[config.mk]
export PLATFORM = sky130hd
export DESIGN_NAME = dmacsr_top
export DESIGN_NICKNAME = d
export VERILOG_FILES = /design/src/rtl/dmacsr_pkg.sv /design/src/rtl/dmacsr_status.sv /design/src/rtl/dmacsr_ptrpair.sv /design/src/rtl/dmacsr_kick.sv /design/src/rtl/dmacsr_top.sv
export SDC_FILE = /design/constraint.sdc
export NUM_CORES = 1
export LEC_CHECK = 0
export ABC_CLOCK_PERIOD_IN_PS = 3300
export BUFFER_PORTS_ARGS = -buffer_cell sky130_fd_sc_hd__buf_2
export CAP_MARGIN = 20
export CORE_MARGIN = 8
export CORE_UTILIZATION = 60
export DETAILED_ROUTE_END_ITERATION = 6
export PLACE_DENSITY = 0.77
export REMOVE_ABC_BUFFERS = 1
export SYNTH_ARGS = -nofsm -noshare
export SYNTH_HDL_FRONTEND = slang
export SYNTH_SLANG_ARGS = --single-unit
[constraint.sdc]
create_clock -name clk -period 3.3 [get_ports clk]
set_clock_uncertainty 0.05 [all_clocks]
set_input_delay 0.165 -clock clk [delete_from_list [all_inputs] [get_ports clk]]
set_output_delay 0.165 -clock clk [all_outputs]
set_load 0.01 [all_outputs]
[src/rtl/dmacsr_pkg.sv]
package dmacsr_pkg;

    // Word indices (byte address >> 2)
    localparam int unsigned W_IDENT   = 'h008;
    localparam int unsigned W_BUSMODE = 'h3C0;
    localparam int unsigned W_TXPOLL  = 'h3C1;
    localparam int unsigned W_RXBASE  = 'h3C3;
    localparam int unsigned W_TXBASE  = 'h3C4;
    localparam int unsigned W_STATUS  = 'h3C5;
    localparam int unsigned W_CONTROL = 'h3C6;
    localparam int unsigned W_INTEN   = 'h3C7;
    localparam int unsigned W_CURTX   = 'h3D2;
    localparam int unsigned W_CURRX   = 'h3D3;

    localparam logic [31:0] IDENT_VALUE = 32'h0000_1012;

    // Status bit positions
    localparam int unsigned ST_TXDONE  = 0;
    localparam int unsigned ST_RXDONE  = 6;
    localparam int unsigned ST_RXNOBUF = 7;
    localparam int unsigned ST_ABNORM  = 15;
    localparam int unsigned ST_NORMAL  = 16;

    localparam int unsigned CTL_RXEN   = 1;

    localparam int unsigned NUM_LISTS  = 2;
    localparam int unsigned LIST_RX    = 0;
    localparam int unsigned LIST_TX    = 1;

    typedef enum logic {
        KICK_IDLE = 1'b0,
        KICK_FIRE = 1'b1
    } kick_state_e;

endpackage

[src/rtl/dmacsr_status.sv]
module dmacsr_status #(
    parameter int unsigned DATA_W = 32
) (
    input  logic              clk,
    input  logic              rst_n,
    input  logic              clr_en,
    input  logic [DATA_W-1:0] clr_mask,
    input  logic [DATA_W-1:0] set_mask,
    output logic [DATA_W-1:0] stat_q
);

    logic [DATA_W-1:0] stat_d;

    always_comb begin
        stat_d = stat_q;
        if (clr_en) begin
            stat_d = stat_d & ~clr_mask;
        end
        stat_d = stat_d | set_mask;   // events win over the clear
    end

    always_ff @(posedge clk) begin
        if (!rst_n) begin
            stat_q <= '0;
        end else begin
            stat_q <= stat_d;
        end
    end


    w1c_clear_chk: assert property (@(posedge clk) disable iff (!rst_n)
        (clr_en && set_mask == '0) |=> ((stat_q & $past(clr_mask)) == '0));


    evt_wins_chk: assert property (@(posedge clk) disable iff (!rst_n)
        (set_mask != '0) |=> ((stat_q & $past(set_mask)) == $past(set_mask)));


    sticky_bits_chk: assert property (@(posedge clk) disable iff (!rst_n)
        !clr_en |=> ((stat_q & $past(stat_q)) == $past(stat_q)));

endmodule

[src/rtl/dmacsr_ptrpair.sv]
module dmacsr_ptrpair #(
    parameter int unsigned DATA_W = 32
) (
    input  logic              clk,
    input  logic              rst_n,
    input  logic              base_we,
    input  logic              cur_we,
    input  logic [DATA_W-1:0] wdata,
    output logic [DATA_W-1:0] base_q,
    output logic [DATA_W-1:0] cur_q
);

    always_ff @(posedge clk) begin
        if (!rst_n) begin
            base_q <= '0;
            cur_q  <= '0;
        end else begin
            if (base_we) begin
                base_q <= wdata;
                cur_q  <= wdata;
            end else if (cur_we) begin
                cur_q  <= wdata;
            end
        end
    end


    base_rewind_chk: assert property (@(posedge clk) disable iff (!rst_n)
        base_we |=> (cur_q == $past(wdata) && base_q == $past(wdata)));

endmodule

[src/rtl/dmacsr_kick.sv]
module dmacsr_kick
    import dmacsr_pkg::*;
(
    input  logic clk,
    input  logic rst_n,
    input  logic poll_wr,
    output logic tx_kick
);

    kick_state_e state_q, state_d;

    always_comb begin
        state_d = state_q;
        unique case (state_q)
            KICK_IDLE: if (poll_wr)  state_d = KICK_FIRE;
            KICK_FIRE: if (!poll_wr) state_d = KICK_IDLE;
            default:                 state_d = KICK_IDLE;
        endcase
    end

    always_ff @(posedge clk) begin
        if (!rst_n) begin
            state_q <= KICK_IDLE;
        end else begin
            state_q <= state_d;
        end
    end

    always_comb begin
        tx_kick = (state_q == KICK_FIRE);
    end


    kick_follows_chk: assert property (@(posedge clk) disable iff (!rst_n)
        poll_wr |=> tx_kick);


    kick_cause_chk: assert property (@(posedge clk) disable iff (!rst_n)
        !poll_wr |=> !tx_kick);

endmodule

[src/rtl/dmacsr_top.sv]
module dmacsr_top
    import dmacsr_pkg::*;
#(
    parameter int unsigned ADDR_W = 12,
    parameter int unsigned DATA_W = 32
) (
    input  logic              clk,
    input  logic              rst_n,
    input  logic              wr_en,
    input  logic [ADDR_W-1:0] addr,
    input  logic [DATA_W-1:0] wr_data,
    output logic [DATA_W-1:0] rd_data,
    input  logic              evt_tx_done,
    input  logic              evt_rx_done,
    input  logic              evt_rx_nobuf,
    output logic              irq,
    output logic              tx_kick,
    output logic              rx_enable
);

    localparam int unsigned WORD_W = ADDR_W - 2;

    logic [WORD_W-1:0] word;
    logic [DATA_W-1:0] busmode_q, control_q, inten_q, stat_q, set_mask;
    logic [DATA_W-1:0] base_q [NUM_LISTS];
    logic [DATA_W-1:0] cur_q  [NUM_LISTS];
    logic              hit_busmode, hit_poll, hit_status, hit_control, hit_inten;
    logic [NUM_LISTS-1:0] hit_base, hit_cur;

    assign word = addr[ADDR_W-1:2];

    always_comb begin
        hit_busmode = wr_en && (word == WORD_W'(W_BUSMODE));
        hit_poll    = wr_en && (word == WORD_W'(W_TXPOLL));
        hit_status  = wr_en && (word == WORD_W'(W_STATUS));
        hit_control = wr_en && (word == WORD_W'(W_CONTROL));
        hit_inten   = wr_en && (word == WORD_W'(W_INTEN));
        hit_base[LIST_RX] = wr_en && (word == WORD_W'(W_RXBASE));
        hit_base[LIST_TX] = wr_en && (word == WORD_W'(W_TXBASE));
        hit_cur[LIST_RX]  = wr_en && (word == WORD_W'(W_CURRX));
        hit_cur[LIST_TX]  = wr_en && (word == WORD_W'(W_CURTX));
    end

    always_comb begin
        set_mask = '0;
        if (evt_tx_done) begin
            set_mask[ST_TXDONE] = 1'b1;
            set_mask[ST_NORMAL] = 1'b1;
        end
        if (evt_rx_done) begin
            set_mask[ST_RXDONE] = 1'b1;
            set_mask[ST_NORMAL] = 1'b1;
        end
        if (evt_rx_nobuf) begin
            set_mask[ST_RXNOBUF] = 1'b1;
            set_mask[ST_ABNORM]  = 1'b1;
        end
    end

    always_ff @(posedge clk) begin
        if (!rst_n) begin
            busmode_q <= '0;
            control_q <= '0;
            inten_q   <= '0;
        end else begin
            if (hit_busmode) busmode_q <= {wr_data[DATA_W-1:1], 1'b0};
            if (hit_control) control_q <= wr_data;
            if (hit_inten)   inten_q   <= wr_data;
        end
    end

    dmacsr_status #(.DATA_W(DATA_W)) u_status (
        .clk      (clk),
        .rst_n    (rst_n),
        .clr_en   (hit_status),
        .clr_mask (wr_data),
        .set_mask (set_mask),
        .stat_q   (stat_q)
    );

    for (genvar g = 0; g < NUM_LISTS; g++) begin : g_list
        dmacsr_ptrpair #(.DATA_W(DATA_W)) u_ptr (
            .clk     (clk),
            .rst_n   (rst_n),
            .base_we (hit_base[g]),
            .cur_we  (hit_cur[g]),
            .wdata   (wr_data),
            .base_q  (base_q[g]),
            .cur_q   (cur_q[g])
        );
    end

    dmacsr_kick u_kick (
        .clk     (clk),
        .rst_n   (rst_n),
        .poll_wr (hit_poll),
        .tx_kick (tx_kick)
    );

    always_comb begin
        rd_data = '0;
        case (word)
            WORD_W'(W_IDENT):   rd_data = DATA_W'(IDENT_VALUE);
            WORD_W'(W_BUSMODE): rd_data = busmode_q;
            WORD_W'(W_RXBASE):  rd_data = base_q[LIST_RX];
            WORD_W'(W_TXBASE):  rd_data = base_q[LIST_TX];
            WORD_W'(W_STATUS):  rd_data = stat_q;
            WORD_W'(W_CONTROL): rd_data = control_q;
            WORD_W'(W_INTEN):   rd_data = inten_q;
            WORD_W'(W_CURRX):   rd_data = cur_q[LIST_RX];
            WORD_W'(W_CURTX):   rd_data = cur_q[LIST_TX];
            default:            rd_data = '0;
        endcase
    end

    assign irq       = |(stat_q & inten_q);
    assign rx_enable = control_q[CTL_RXEN];


    busmode_bit0_chk: assert property (@(posedge clk) disable iff (!rst_n)
        hit_busmode |=> (busmode_q == ($past(wr_data) & ~DATA_W'(1))));


    rxen_hold_chk: assert property (@(posedge clk) disable iff (!rst_n)
        !hit_control |=> $stable(rx_enable));

endmodule

* Yosys cells after proc, flatten, opt, wreduce, memory -nomap -nowiden
Cells that the tools add are included. Widths: inputs -> output; s select.
Storage, ports and cells: word-level logic and storage cells 46, memory bits (read-only) 0, flip-flop bits (word level) 256, RAM bits 0, memories 0, bits in latches 0
Cells by class: divide/modulo/power cells 0, mux-type cells 11, eq/ne operators 10, bitwise gates (word level) 4, reductions and logical operators 12, $add $sub $neg 0, order comparisons 0, shift-type cells 0, multiply operators 0
Operators with widths (count):
- $pmux 32 s9 | 1
- $mux 32 | 5
- $eq 10x10->1 const B | 9
- $and 32x32->32 | 2
- $not 32->32 | 1
- $or 32x17->32 | 1
- $reduce_or 32->1 | 1
- $eq 10x4->1 const B | 1
- $logic_and 1x1->1 | 9
- $mux 1 | 5
- $reduce_bool 2->1 | 2

* Depth between registers and ports, before layout
Gate-level depths: netlist of run 1.
word-level depth 4, mapped depth 7, gate-level depth less buffers 4

* Hierarchy
Synthesis of run 1 repeated with hierarchy kept, for this count alone.
Unflattened totals: cell total of the unflattened synthesis 1401, area total of the unflattened synthesis 12448.2 um2
Modules (own cells, without submodules):
- dmacsr_top | area an instance 6276.0 um2, sequential area each 1901.8 um2, times used 1, cells an instance 765
- dmacsr_ptrpair | area an instance 2497.4 um2, sequential area each 1281.2 um2, times used 2, cells an instance 250
- dmacsr_status | area an instance 1151.1 um2, sequential area each 640.6 um2, times used 1, cells an instance 134
- dmacsr_kick | area an instance 26.3 um2, sequential area each 20.0 um2, times used 1, cells an instance 2

* Least setup slack after synthesis of run 1
No wires, ideal clock.
path type input to output, start point input addr[2], end point output rd_data[20], cell stages on the path 6, buffers on the path 3, data arrival time 1744 ps, data required time 3085 ps, slack 1341 ps, cell sequence buf_2 -> clkbuf_1 -> buf_2 -> mux4_2 -> nand2_1 -> o221ai_1
On the way: word-level cells in the longest chain between the ends 2, elaborated cells between the ends (all ways) 10, classes of those cells 9 x eq/ne; 1 x mux
RTL lines:
- start, declared | RTL line dmacsr_top.sv:10 | input logic [ADDR_W-1:0] addr,
- $eq 10x10->1 or $eq 10x4->1 (tied branches) | RTL line dmacsr_top.sv:102 | case (word)
- $pmux 32 s9 (*) | RTL line dmacsr_top.sv:102
- end, declared | RTL line dmacsr_top.sv:12 | output logic [DATA_W-1:0] rd_data,
Mark *: on every way between the ends. The rest lies on a longest branch, timed or not.

* Final worst setup path of run 1
start point input addr[3], end point output rd_data[30]
The elaborated chain is that of the path after synthesis.

==> metrics.txt, run 1 <==
outcome completed; Rows 51; largest net degree at the start of global routing 99; CP max stage delay 0.66 ns; GPL Wtd Cong 0.899; top cell type's share of synthesized area 43.7%; PwrDens 453 nW/um^2; fin crit period 2.44 ns; RSZ-0062 raised after global routing no; r2r worst-path depth 3; clock slew at reported path FFs 0.06 ns; Avg Cell Area, Syn 8.46 sq um; Cells after Synth 1,388; Final HPWL DP 23,600 microns; vias in the first global route 10,700; FF-to-FF End u_status.stat_q[6]; # DRC 0; routed vias 10,800; post-cts sizing count 0; CP bufs+invs 2; most frequent cell after synthesis nand2_1; worst vdd ir 0.386 mV; WS Path Type in -> out; Die X 156 microns; Iter 0 DRT Violations 1,220; CTS max path bufs 3; GRT Overall Usage 30.5%; max frequency 410 MHz; Hold Path Class in -> reg; Worst path most repeated cell buf_2; worst skew pair latency 0.52 ns; GR Overflow Total 0; Seq/Total Area, Yosys 43.7%; DR vias/cell 6.23; Critical Path Stages 6; antenna-violating nets left 0; # H-tree levels 1; initial antenna violation count 1; CP startpoint kind input port; antenna cells 0; FILL cells 1,581; layout net count 1,505; final cell count without fillers 1,735; first-pass GRT wire length 58,500 microns; most common library cells after synthesis nand2_1 (425), dfxtp_1 (256), a21boi_0 (171); aggregate routed wire length 37,300 microns; clk sinks 256; drt wl/cell 21.5 microns; R2R Setup Slk 1.88 ns; Synth area leaders dfxtp_1 (44%), nand2_1 (14%), a21boi_0 (11%); # setup viols final 0; full die area 24,300 sq um; Tcrit/Tclk final 74.0%; height of the die 156 microns; CP Cell Sequence buf_2 > nand3b_1 > or3_1 > o22a_1 > o21ai_0 > buf_2; placed insts 1,654; YS warnings 0; clk root buf clkbuf_16; Max stage delay cell, worst path or3_1; Hold WS 0.0765 ns; ys flop type dfxtp_1; CP required 3.08 ns; Hold EP u_status.stat_q[19]; mapped cell area 11,700 sq um; Crit. End Element primary output; share of layout cells above drive strength 1 14.3%; Min-Delay Startpoint rst_n; I/O pin count 85; Slew @ Worst Pin 0.843 ns; CTS buffer count 25; CP max FO 24; final hold vios 0; async set-reset flop share out of synthesis 0%; core area 19,300 sq um; area leader, netlist dfxtp_1; CTS tree done; total leakage power 4.60 nW; Port Buf Inserts 82; Post-CTS Setup Inserts 0; cell count of the worst hold path 3; crit path DAT 2.23 ns; Crit path max-delay family simple AND/OR/NAND/NOR gates; Hold Buf Count CTS 39; startpoint of the worst register-to-register path u_status.stat_q[6]; Rel. slew slack 43.0%; post-synth cell types 55; MaxCap Viol Count 0; Initial Util 60.7%; P&R area growth vs syn 15.7%; EDFF count, synth 0; Seq cells post-synth 256; drt pass-1 iters 5; Final Max Slew Viols 0
==> power breakdown <==
part,switching (mW),internal [mW]
logic,0.209,0.134
clock network,1.17,1.54
registers,0.00547,3.10
total,1.38,4.77
==> cells in the final DEF, fill, tap and decap left out, types with 5 or more instances in the layout <==
cell type        n
mux4_2          10
o2bb2ai_1       10
nor2b_1         37
clkbuf_8         7
nand2_1        425
a21oi_1         34
dfxtp_1        256
a22oi_1         64
a21boi_0       171
o21ai_0         11
clkbuf_16       25
and3_1           5
clkbuf_1         7
dlygate4sd3_1   39
o22ai_1          6
nand4_1         11
o211ai_1        10
a21boi_1        21
mux2_2           8
mux2i_1         55
buf_4           63
o221ai_1         8
nand3_1         16
a22o_1          15
buf_2           81
==> layout make-up <==
type                       instances  area [sq um]  share of cell area (%)
multi-input combinational        983          6040                    44.5
clock buffer                      39           748                    5.51
tap                              265           332                    2.44
clock inverter                     3          15.0                   0.111
inverter                           4          15.0                   0.111
sequential                       256          5120                    37.7
timing repair buffer             185          1300                    9.58
==> routing by layer <==
layer	wire length, microns	vias to the layer above	global-route usage (%)	part of all wire (%)
li1	-	4927	-	-
met1	14600	5190	37.8	39
met2	17400	561	49.9	47
met3	3780	129	5.90	10
met4	1570	2	14.7	4.2
met5	13	-	0	0.035
==> worst min-delay path, stage by stage <==
cell     delay, ns
buf_6         0.23
nand2_1       0.14
a21oi_1       0.03
==> how the worst max path moves through the flow <==
stage | startpoint | to | slack [ns]
2_1_floorplan | addr[7] | control_q[0] | -0.71
3_3_place_gp | addr[3] | g_list[1].u_ptr.base_q[20] | 0.91
3_5_place_dp | addr[3] | g_list[1].u_ptr.base_q[2] | 0.86
4_1_cts | addr[3] | rd_data[30] | 0.94
5_1_grt | addr[3] | rd_data[30] | 0.85
6_report | addr[3] | rd_data[30] | 0.86
==> flip-flops by register name, summed over array words and instances (netlist names) <==
register / cells
g_list.u_ptr.base_q: 64
g_list.u_ptr.cur_q: 64
control_q: 32
inten_q: 32
u_status.stat_q: 32
busmode_q: 31
u_kick.tx_kick: 1
==> per-stage QoR <==
step	worst slack [ns]	util, %	power (mW)	TNS [ns]	cell area, sq um
3_5_place_dp	0.863	64.3	3.47	0	12400
4_1_cts	0.938	70.2	6.17	0	13600
2_1_floorplan	-0.709	-	3.26	-112.62	11100
3_3_place_gp	0.915	64.3	3.46	0	12400
6_report	0.858	70.2	6.15	0	13600
5_1_grt	0.847	70.2	6.31	0	13600
==> cell families after synthesis <==
group | synth area share [%]
AOI/OAI and AO/OA | 23.8
buffers and inverters | 5.48
DFF | 43.7
muxes | 7.38
and+or+nand+nor | 19.7
Power figures use the tool's default switching activity.
==> run 2: changes to the inputs <==
--- a/config.mk
+++ b/config.mk
@@ -5,13 +5,13 @@
 export SDC_FILE = /design/constraint.sdc
 export NUM_CORES = 1
 export LEC_CHECK = 0
-export ABC_CLOCK_PERIOD_IN_PS = 3300
+export ABC_CLOCK_PERIOD_IN_PS = 2200
 export BUFFER_PORTS_ARGS = -buffer_cell sky130_fd_sc_hd__buf_2
 export CAP_MARGIN = 20
 export CORE_MARGIN = 8
-export CORE_UTILIZATION = 60
+export CORE_UTILIZATION = 55
 export DETAILED_ROUTE_END_ITERATION = 6
-export PLACE_DENSITY = 0.77
+export PLACE_DENSITY = 0.75
 export REMOVE_ABC_BUFFERS = 1
 export SYNTH_ARGS = -nofsm -noshare
 export SYNTH_HDL_FRONTEND = slang
==> constraint.sdc (replaced) <==
create_clock -name clk -period 2.2 [get_ports clk]
set_clock_uncertainty 0.05 [all_clocks]
set_input_delay 0.11 -clock clk [delete_from_list [all_inputs] [get_ports clk]]
set_output_delay 0.11 -clock clk [all_outputs]
set_load 0.01 [all_outputs]
==> run 2 against run 1 <==
Net effect: the flow now finishes with violations (setup timing); register-to-register slack worse by 1.0 ns; die area rose by 8.1%; design area increased by 3.5%; cell count rose by 2.5%; critical path type is now reg -> out; largest cell class unchanged; highest routed layer unchanged.
==> metrics.txt, run 2 (same netlist as run 1, synthesis figures left out) <==
share of layout cells above drive strength 1 16.4% (+2.1 points); DR vias/cell 6.06 (-2.7%); Initial Util 56.0% (-4.7 points); CP required 2.04 ns (-1.04 ns); FILL cells 1,682 (+6.4%); Regs by FF count g_list.u_ptr.base_q: 64 flops, g_list.u_ptr.cur_q: 64 flops; GRT Overall Usage 27.9% (-2.6 points); height of the die 162 microns (+4.0%); RSZ-0062 raised after global routing yes; drt wl/cell 21.1 microns (-2.1%); clk root buf clkbuf_16; first-pass GRT wire length 58,300 microns (-0.42%); crit path DAT 2.08 ns (-0.15 ns); routed vias 10,800 (-0.26%); Rel. slew slack 57.1% (+14 points); antenna-violating nets left 0 (unchanged); Hold Path Class in -> reg; # setup viols final 1 (+1); largest net degree at the start of global routing 98 (-1.0%); Post-CTS Setup Inserts 0 (unchanged); worst vdd ir 0.622 mV (+61%); final hold vios 0 (unchanged); CP max FO 3 (-88%); initial antenna violation count 3 (+2); total leakage power 4.81 nW (+4.6%); PwrDens 685 nW/um^2 (+51%); antenna cells 0 (unchanged); final core occ 67.0% (-3.2 points); CP startpoint kind register; CTS buffer count 27 (+8.0%); most frequent cells in the layout nand2_1 (425), dfxtp_1 (253), a21boi_0 (171), buf_2 (80), buf_4 (76); max frequency 447 MHz; # H-tree levels 1 (unchanged); core area 21,000 sq um (+8.4%); GR Overflow Total 0 (unchanged); full die area 26,300 sq um (+8.1%); CTS max path bufs 3 (unchanged); failing checks setup timing; I/O pin count 85 (unchanged); Crit. End Element primary output; # DRC 0 (unchanged); CTS tree done; layout net count 1,534 (+1.9%); Slew @ Worst Pin 0.642 ns (-0.201 ns); clk sinks 256 (unchanged); most common library cell in the layout ignoring fill and taps nand2_1; Final Max Slew Viols 0 (unchanged); drt pass-1 iters 5 (unchanged); Port Buf Inserts 82 (unchanged); Setup Slack @ Placement 0.185 ns (-0.678 ns); P&R area growth vs syn 19.7%; worst skew pair latency 0.54 ns (+0.02 ns); outcome finished with violations; Die X 162 microns (+4.0%); WS Path Type reg -> out; MaxCap Viol Count 0 (unchanged); clock slew at reported path FFs 0.06 ns (about the same); Iter 0 DRT Violations 1,140 (-6.6%); aggregate routed wire length 37,500 microns (+0.37%); Rows 53 (+3.9%); Final HPWL DP 24,400 microns (+3.1%); final worst setup slack -0.0388 ns (-0.897 ns); Tcrit/Tclk final 102%; vias in the first global route 10,400 (-2.2%); GPL Wtd Cong 0.891 (-0.91%); fin crit period 2.24 ns
==> run 2: worst paths after layout <==
check | startpoint | end | slack [ns] | depth (start not counted)
setup / recovery | inten_q[5] | irq | -0.04 | 4
hold / removal | addr[5] | u_kick.tx_kick | 0.11 | 5
setup reg to reg | u_status.stat_q[0] | u_status.stat_q[0] | 0.88 | 3
hold reg to reg | u_status.stat_q[31] | u_status.stat_q[31] | 0.39 | 2
==> run 2: routing by layer <==
layer	share of wire [%]	GRT usage, %
met1	40	36.3
met5	0.099	0
met3	9.7	4.76
met2	47	45.4
met4	3.3	10.6
==> run 2: stage by stage <==
stage	setup TNS [ns]	total power [mW]	cell area (sq um)	hold WS [ns]	instances
finish	-0.0388	9.63	14000	0.112	1778
floorplan	-353.33	4.89	11100	0.147	1243
global placement	0	5.22	12700	0.350	1685
detailed placement	0	5.22	12700	0.352	1685
global route	-0.0722	9.90	14000	0.124	1778
CTS	-0.00212	9.64	14000	0.0994	1778
==> run 2: cell type report <==
cell class                      count  area (sq um)  area share (%)
Tap cell                          275           344            2.45
Timing Repair Buffer              212          1620            11.6
Multi-Input combinational cell    983          6080            43.3
Sequential cell                   256          5130            36.5
Clock inverter                      8          73.8           0.526
Inverter                            4          15.0           0.107
Clock buffer                       40           785            5.59
==> run 2: timing repair <==
action                     4_1_cts  5_1_grt
hold endpoints to repair       256        0
hold buffers                    45        0
gates resized for setup         10        1
pin swaps                        2        0
setup endpoints to repair        1        1
==> run 2: worst max-delay path: stages (launching register included) <==
cell,delay (ns)
dfxtp_1,0.33
a22oi_2,0.22
nand4_1,0.32
or4_4,0.53
buf_6,0.14
==> run 2: report_power, final <==
group / switching, mW / internal, mW
sequential: 0.00874 / 4.64
clock: 1.86 / 2.57
combinational: 0.315 / 0.222
==> run 3: changes to the inputs <==
--- a/config.mk
+++ b/config.mk
@@ -8,7 +8,6 @@
 export ABC_CLOCK_PERIOD_IN_PS = 2200
 export BUFFER_PORTS_ARGS = -buffer_cell sky130_fd_sc_hd__buf_2
 export CAP_MARGIN = 20
-export CORE_MARGIN = 8
 export CORE_UTILIZATION = 55
 export DETAILED_ROUTE_END_ITERATION = 6
 export PLACE_DENSITY = 0.75
==> run 3 against run 2 <==
Net effect: the run still ends with setup timing left; worst setup slack lost 0.0046 ns; sequential power is essentially flat; combinational power grew 0.9%; worst hold slack gained 0.027 ns; utilization is essentially flat; routed wire length shrank 0.96%; global-route usage grew 6.0 points; die area shrank 17%; non-clock buffer count shrank 2; clock power grew 1%; via count shrank 0.52%; fmax shrank 0.20%; largest power group unchanged; highest routed layer unchanged.
==> metrics.txt, run 3 (same netlist as run 1, synthesis figures left out) <==
final worst setup slack -0.0433 ns (-0.00457 ns); CP required 2.04 ns (about the same); Multi-input gate area 6070 sq um (about the same); Port Buf Inserts 82 (unchanged); total leakage power 4.81 nW (about the same); PwrDens 689 nW/um^2 (+0.59%); drt pass-1 iters 5 (unchanged); crit path DAT 2.08 ns (about the same); share of layout cells above drive strength 1 16.3% (-0.090 points); DR vias/cell 6.05 (-0.30%); Max stage delay cell, worst path or4_4; height of the die 148 microns (-8.6%); # H-tree levels 1 (unchanged); CP max FO 3 (unchanged); first-pass GRT wire length 57,300 microns (-1.6%); CTS max path bufs 3 (unchanged); Rows 53 (unchanged); top layer in use met5; Final Max Slew Viols 0 (unchanged); Iter 0 DRT Violations 951 (-17%); final cell count without fillers 1,774 (-0.22%); register share of total power 48.0% (-0.3 points); initial antenna violation count 2 (-1); aggregate routed wire length 37,100 microns (-0.96%); GR Overflow Total 0 (unchanged); R2R Setup Slk 0.85 ns (-0.03 ns); max frequency 446 MHz (-0.20%); clk sinks 256 (unchanged); FILL cells 1,737 (+3.3%); Regs by FF count g_list.u_ptr.base_q: 64 flops, g_list.u_ptr.cur_q: 64 flops; Tcrit/Tclk final 102% (+0.21 points); Hold Path Class in -> reg; drt wl/cell 20.9 microns (-0.74%); Reg area 5130 sq um (about the same); CP Cell Sequence a22oi_2 > nand4_1 > or4_4 > buf_6; # setup viols final 1 (unchanged); placed insts 1,687 (+0.12%); GRT Overall Usage 33.9% (+6.0 points); most common library cell in the layout ignoring fill and taps nand2_1; CTS tree done; core area 21,000 sq um (unchanged); Post-CTS Setup Inserts 0 (unchanged); P&R area growth vs syn 19.7% (about the same); Crit. End Element primary output; antenna cells 0 (unchanged); final hold vios 0 (unchanged); CP startpoint kind register; vias in the first global route 10,200 (-1.7%); fin crit period 2.24 ns (+0.00457 ns); met2 WL post-DR 17,400 microns (-1.5%); antenna-violating nets left 0 (unchanged); layout net count 1,532 (-0.13%); Initial Util 56.0% (unchanged); Hold WS 0.139 ns (+0.0272 ns); largest net degree at the start of global routing 64 (-35%); clk root buf clkbuf_16; GPL Wtd Cong 0.906 (+1.7%); CP max stage delay 0.53 ns (about the same); NetSw 2.16 mW (-1.3%); I/O pin count 85 (unchanged); full die area 21,900 sq um (-17%); clock network power share 46.4% (+0.3 points); CTS buffer count 27 (unchanged); # DRC 0 (unchanged); met1 wire length 15,000 microns (+0.35%); worst vdd ir 0.657 mV (+5.6%); Rel. slew slack 63.6% (+6.5 points); routed vias 10,700 (-0.52%); failing checks setup timing; outcome finished with violations; Slew @ Worst Pin 0.545 ns (-0.0970 ns); MaxCap Viol Count 0 (unchanged); clock slew at reported path FFs 0.06 ns (about the same); most frequent cells in the layout nand2_1 (425), dfxtp_1 (254), a21boi_0 (171), buf_2 (80), buf_4 (76); Die X 148 microns (-8.6%); Comb pwr share 5.6% (about the same); Final HPWL DP 23,800 microns (-2.4%); worst skew pair latency 0.54 ns (about the same); metal3 WL 3200 microns (-12%); RSZ-0062 raised after global routing yes; switch share 22.3% (-0.44 points); cell internal pwr 7.53 mW (+1.2%); WS Path Type reg -> out
run 3: final cells by class:
cell class                      instances  area share (%)
Sequential cell                       256            36.5
Inverter                                4           0.107
Clock buffer                           43            5.88
Timing Repair Buffer                  210            11.6
Clock inverter                          3           0.312
Multi-Input combinational cell        983            43.2
Tap cell                              275            2.45
run 3: worst max-delay path: cells and delay by family (launching register included):
family          cells  cell delay, ns
flops               1            0.33
compound gates      1            0.22
buf+inv             1            0.14
simple gates        2            0.86
run 3: what timing repair did:
action	CTS	global route
pin swaps	2	1
gates resized for setup	5	4
endpoints found under the hold margin	256	0
hold buffers	41	0
endpoints found under the setup margin	1	1
gates cloned	0	0
run 3: routing by layer:
metal,up-vias,track usage [%]
met5,-,0
met4,4,13.7
met2,514,56.5
met1,5091,43.2
li1,4992,-
met3,124,6.26
run 3: final timing paths:
| path | startpoint | to | depth (start not counted) |
|---|---|---|---|
| setup / recovery | inten_q[1] | irq | 4 |
| hold / removal | addr[7] | u_kick.tx_kick | 5 |
| setup reg to reg | u_status.stat_q[0] | u_status.stat_q[0] | 3 |
| hold reg to reg | u_status.stat_q[21] | u_status.stat_q[21] | 2 |
run 3: metrics by stage:
stage	util (%)	power [mW]	worst slack [ns]	TNS [ns]	area (sq um)
5_1_grt	67.1	9.96	-0.0470	-0.0470	14100
6_report	67.1	9.69	-0.0433	-0.0433	14100
3_3_place_gp	60.8	5.22	0.152	0	12700
4_1_cts	67.0	9.70	0.00900	0	14000
2_1_floorplan	-	4.89	-1.75	-353.33	11100
3_5_place_dp	60.8	5.23	0.122	0	12700
run 3: power groups by stage:
stage,Clock (mW),Combinational (mW),Sequential [mW]
after detailed placement,0,0.472,4.75
after floorplan,0,0.137,4.75
final,4.49,0.542,4.65
after global placement,0,0.470,4.75
after global routing,4.74,0.564,4.65
after CTS,4.52,0.529,4.65
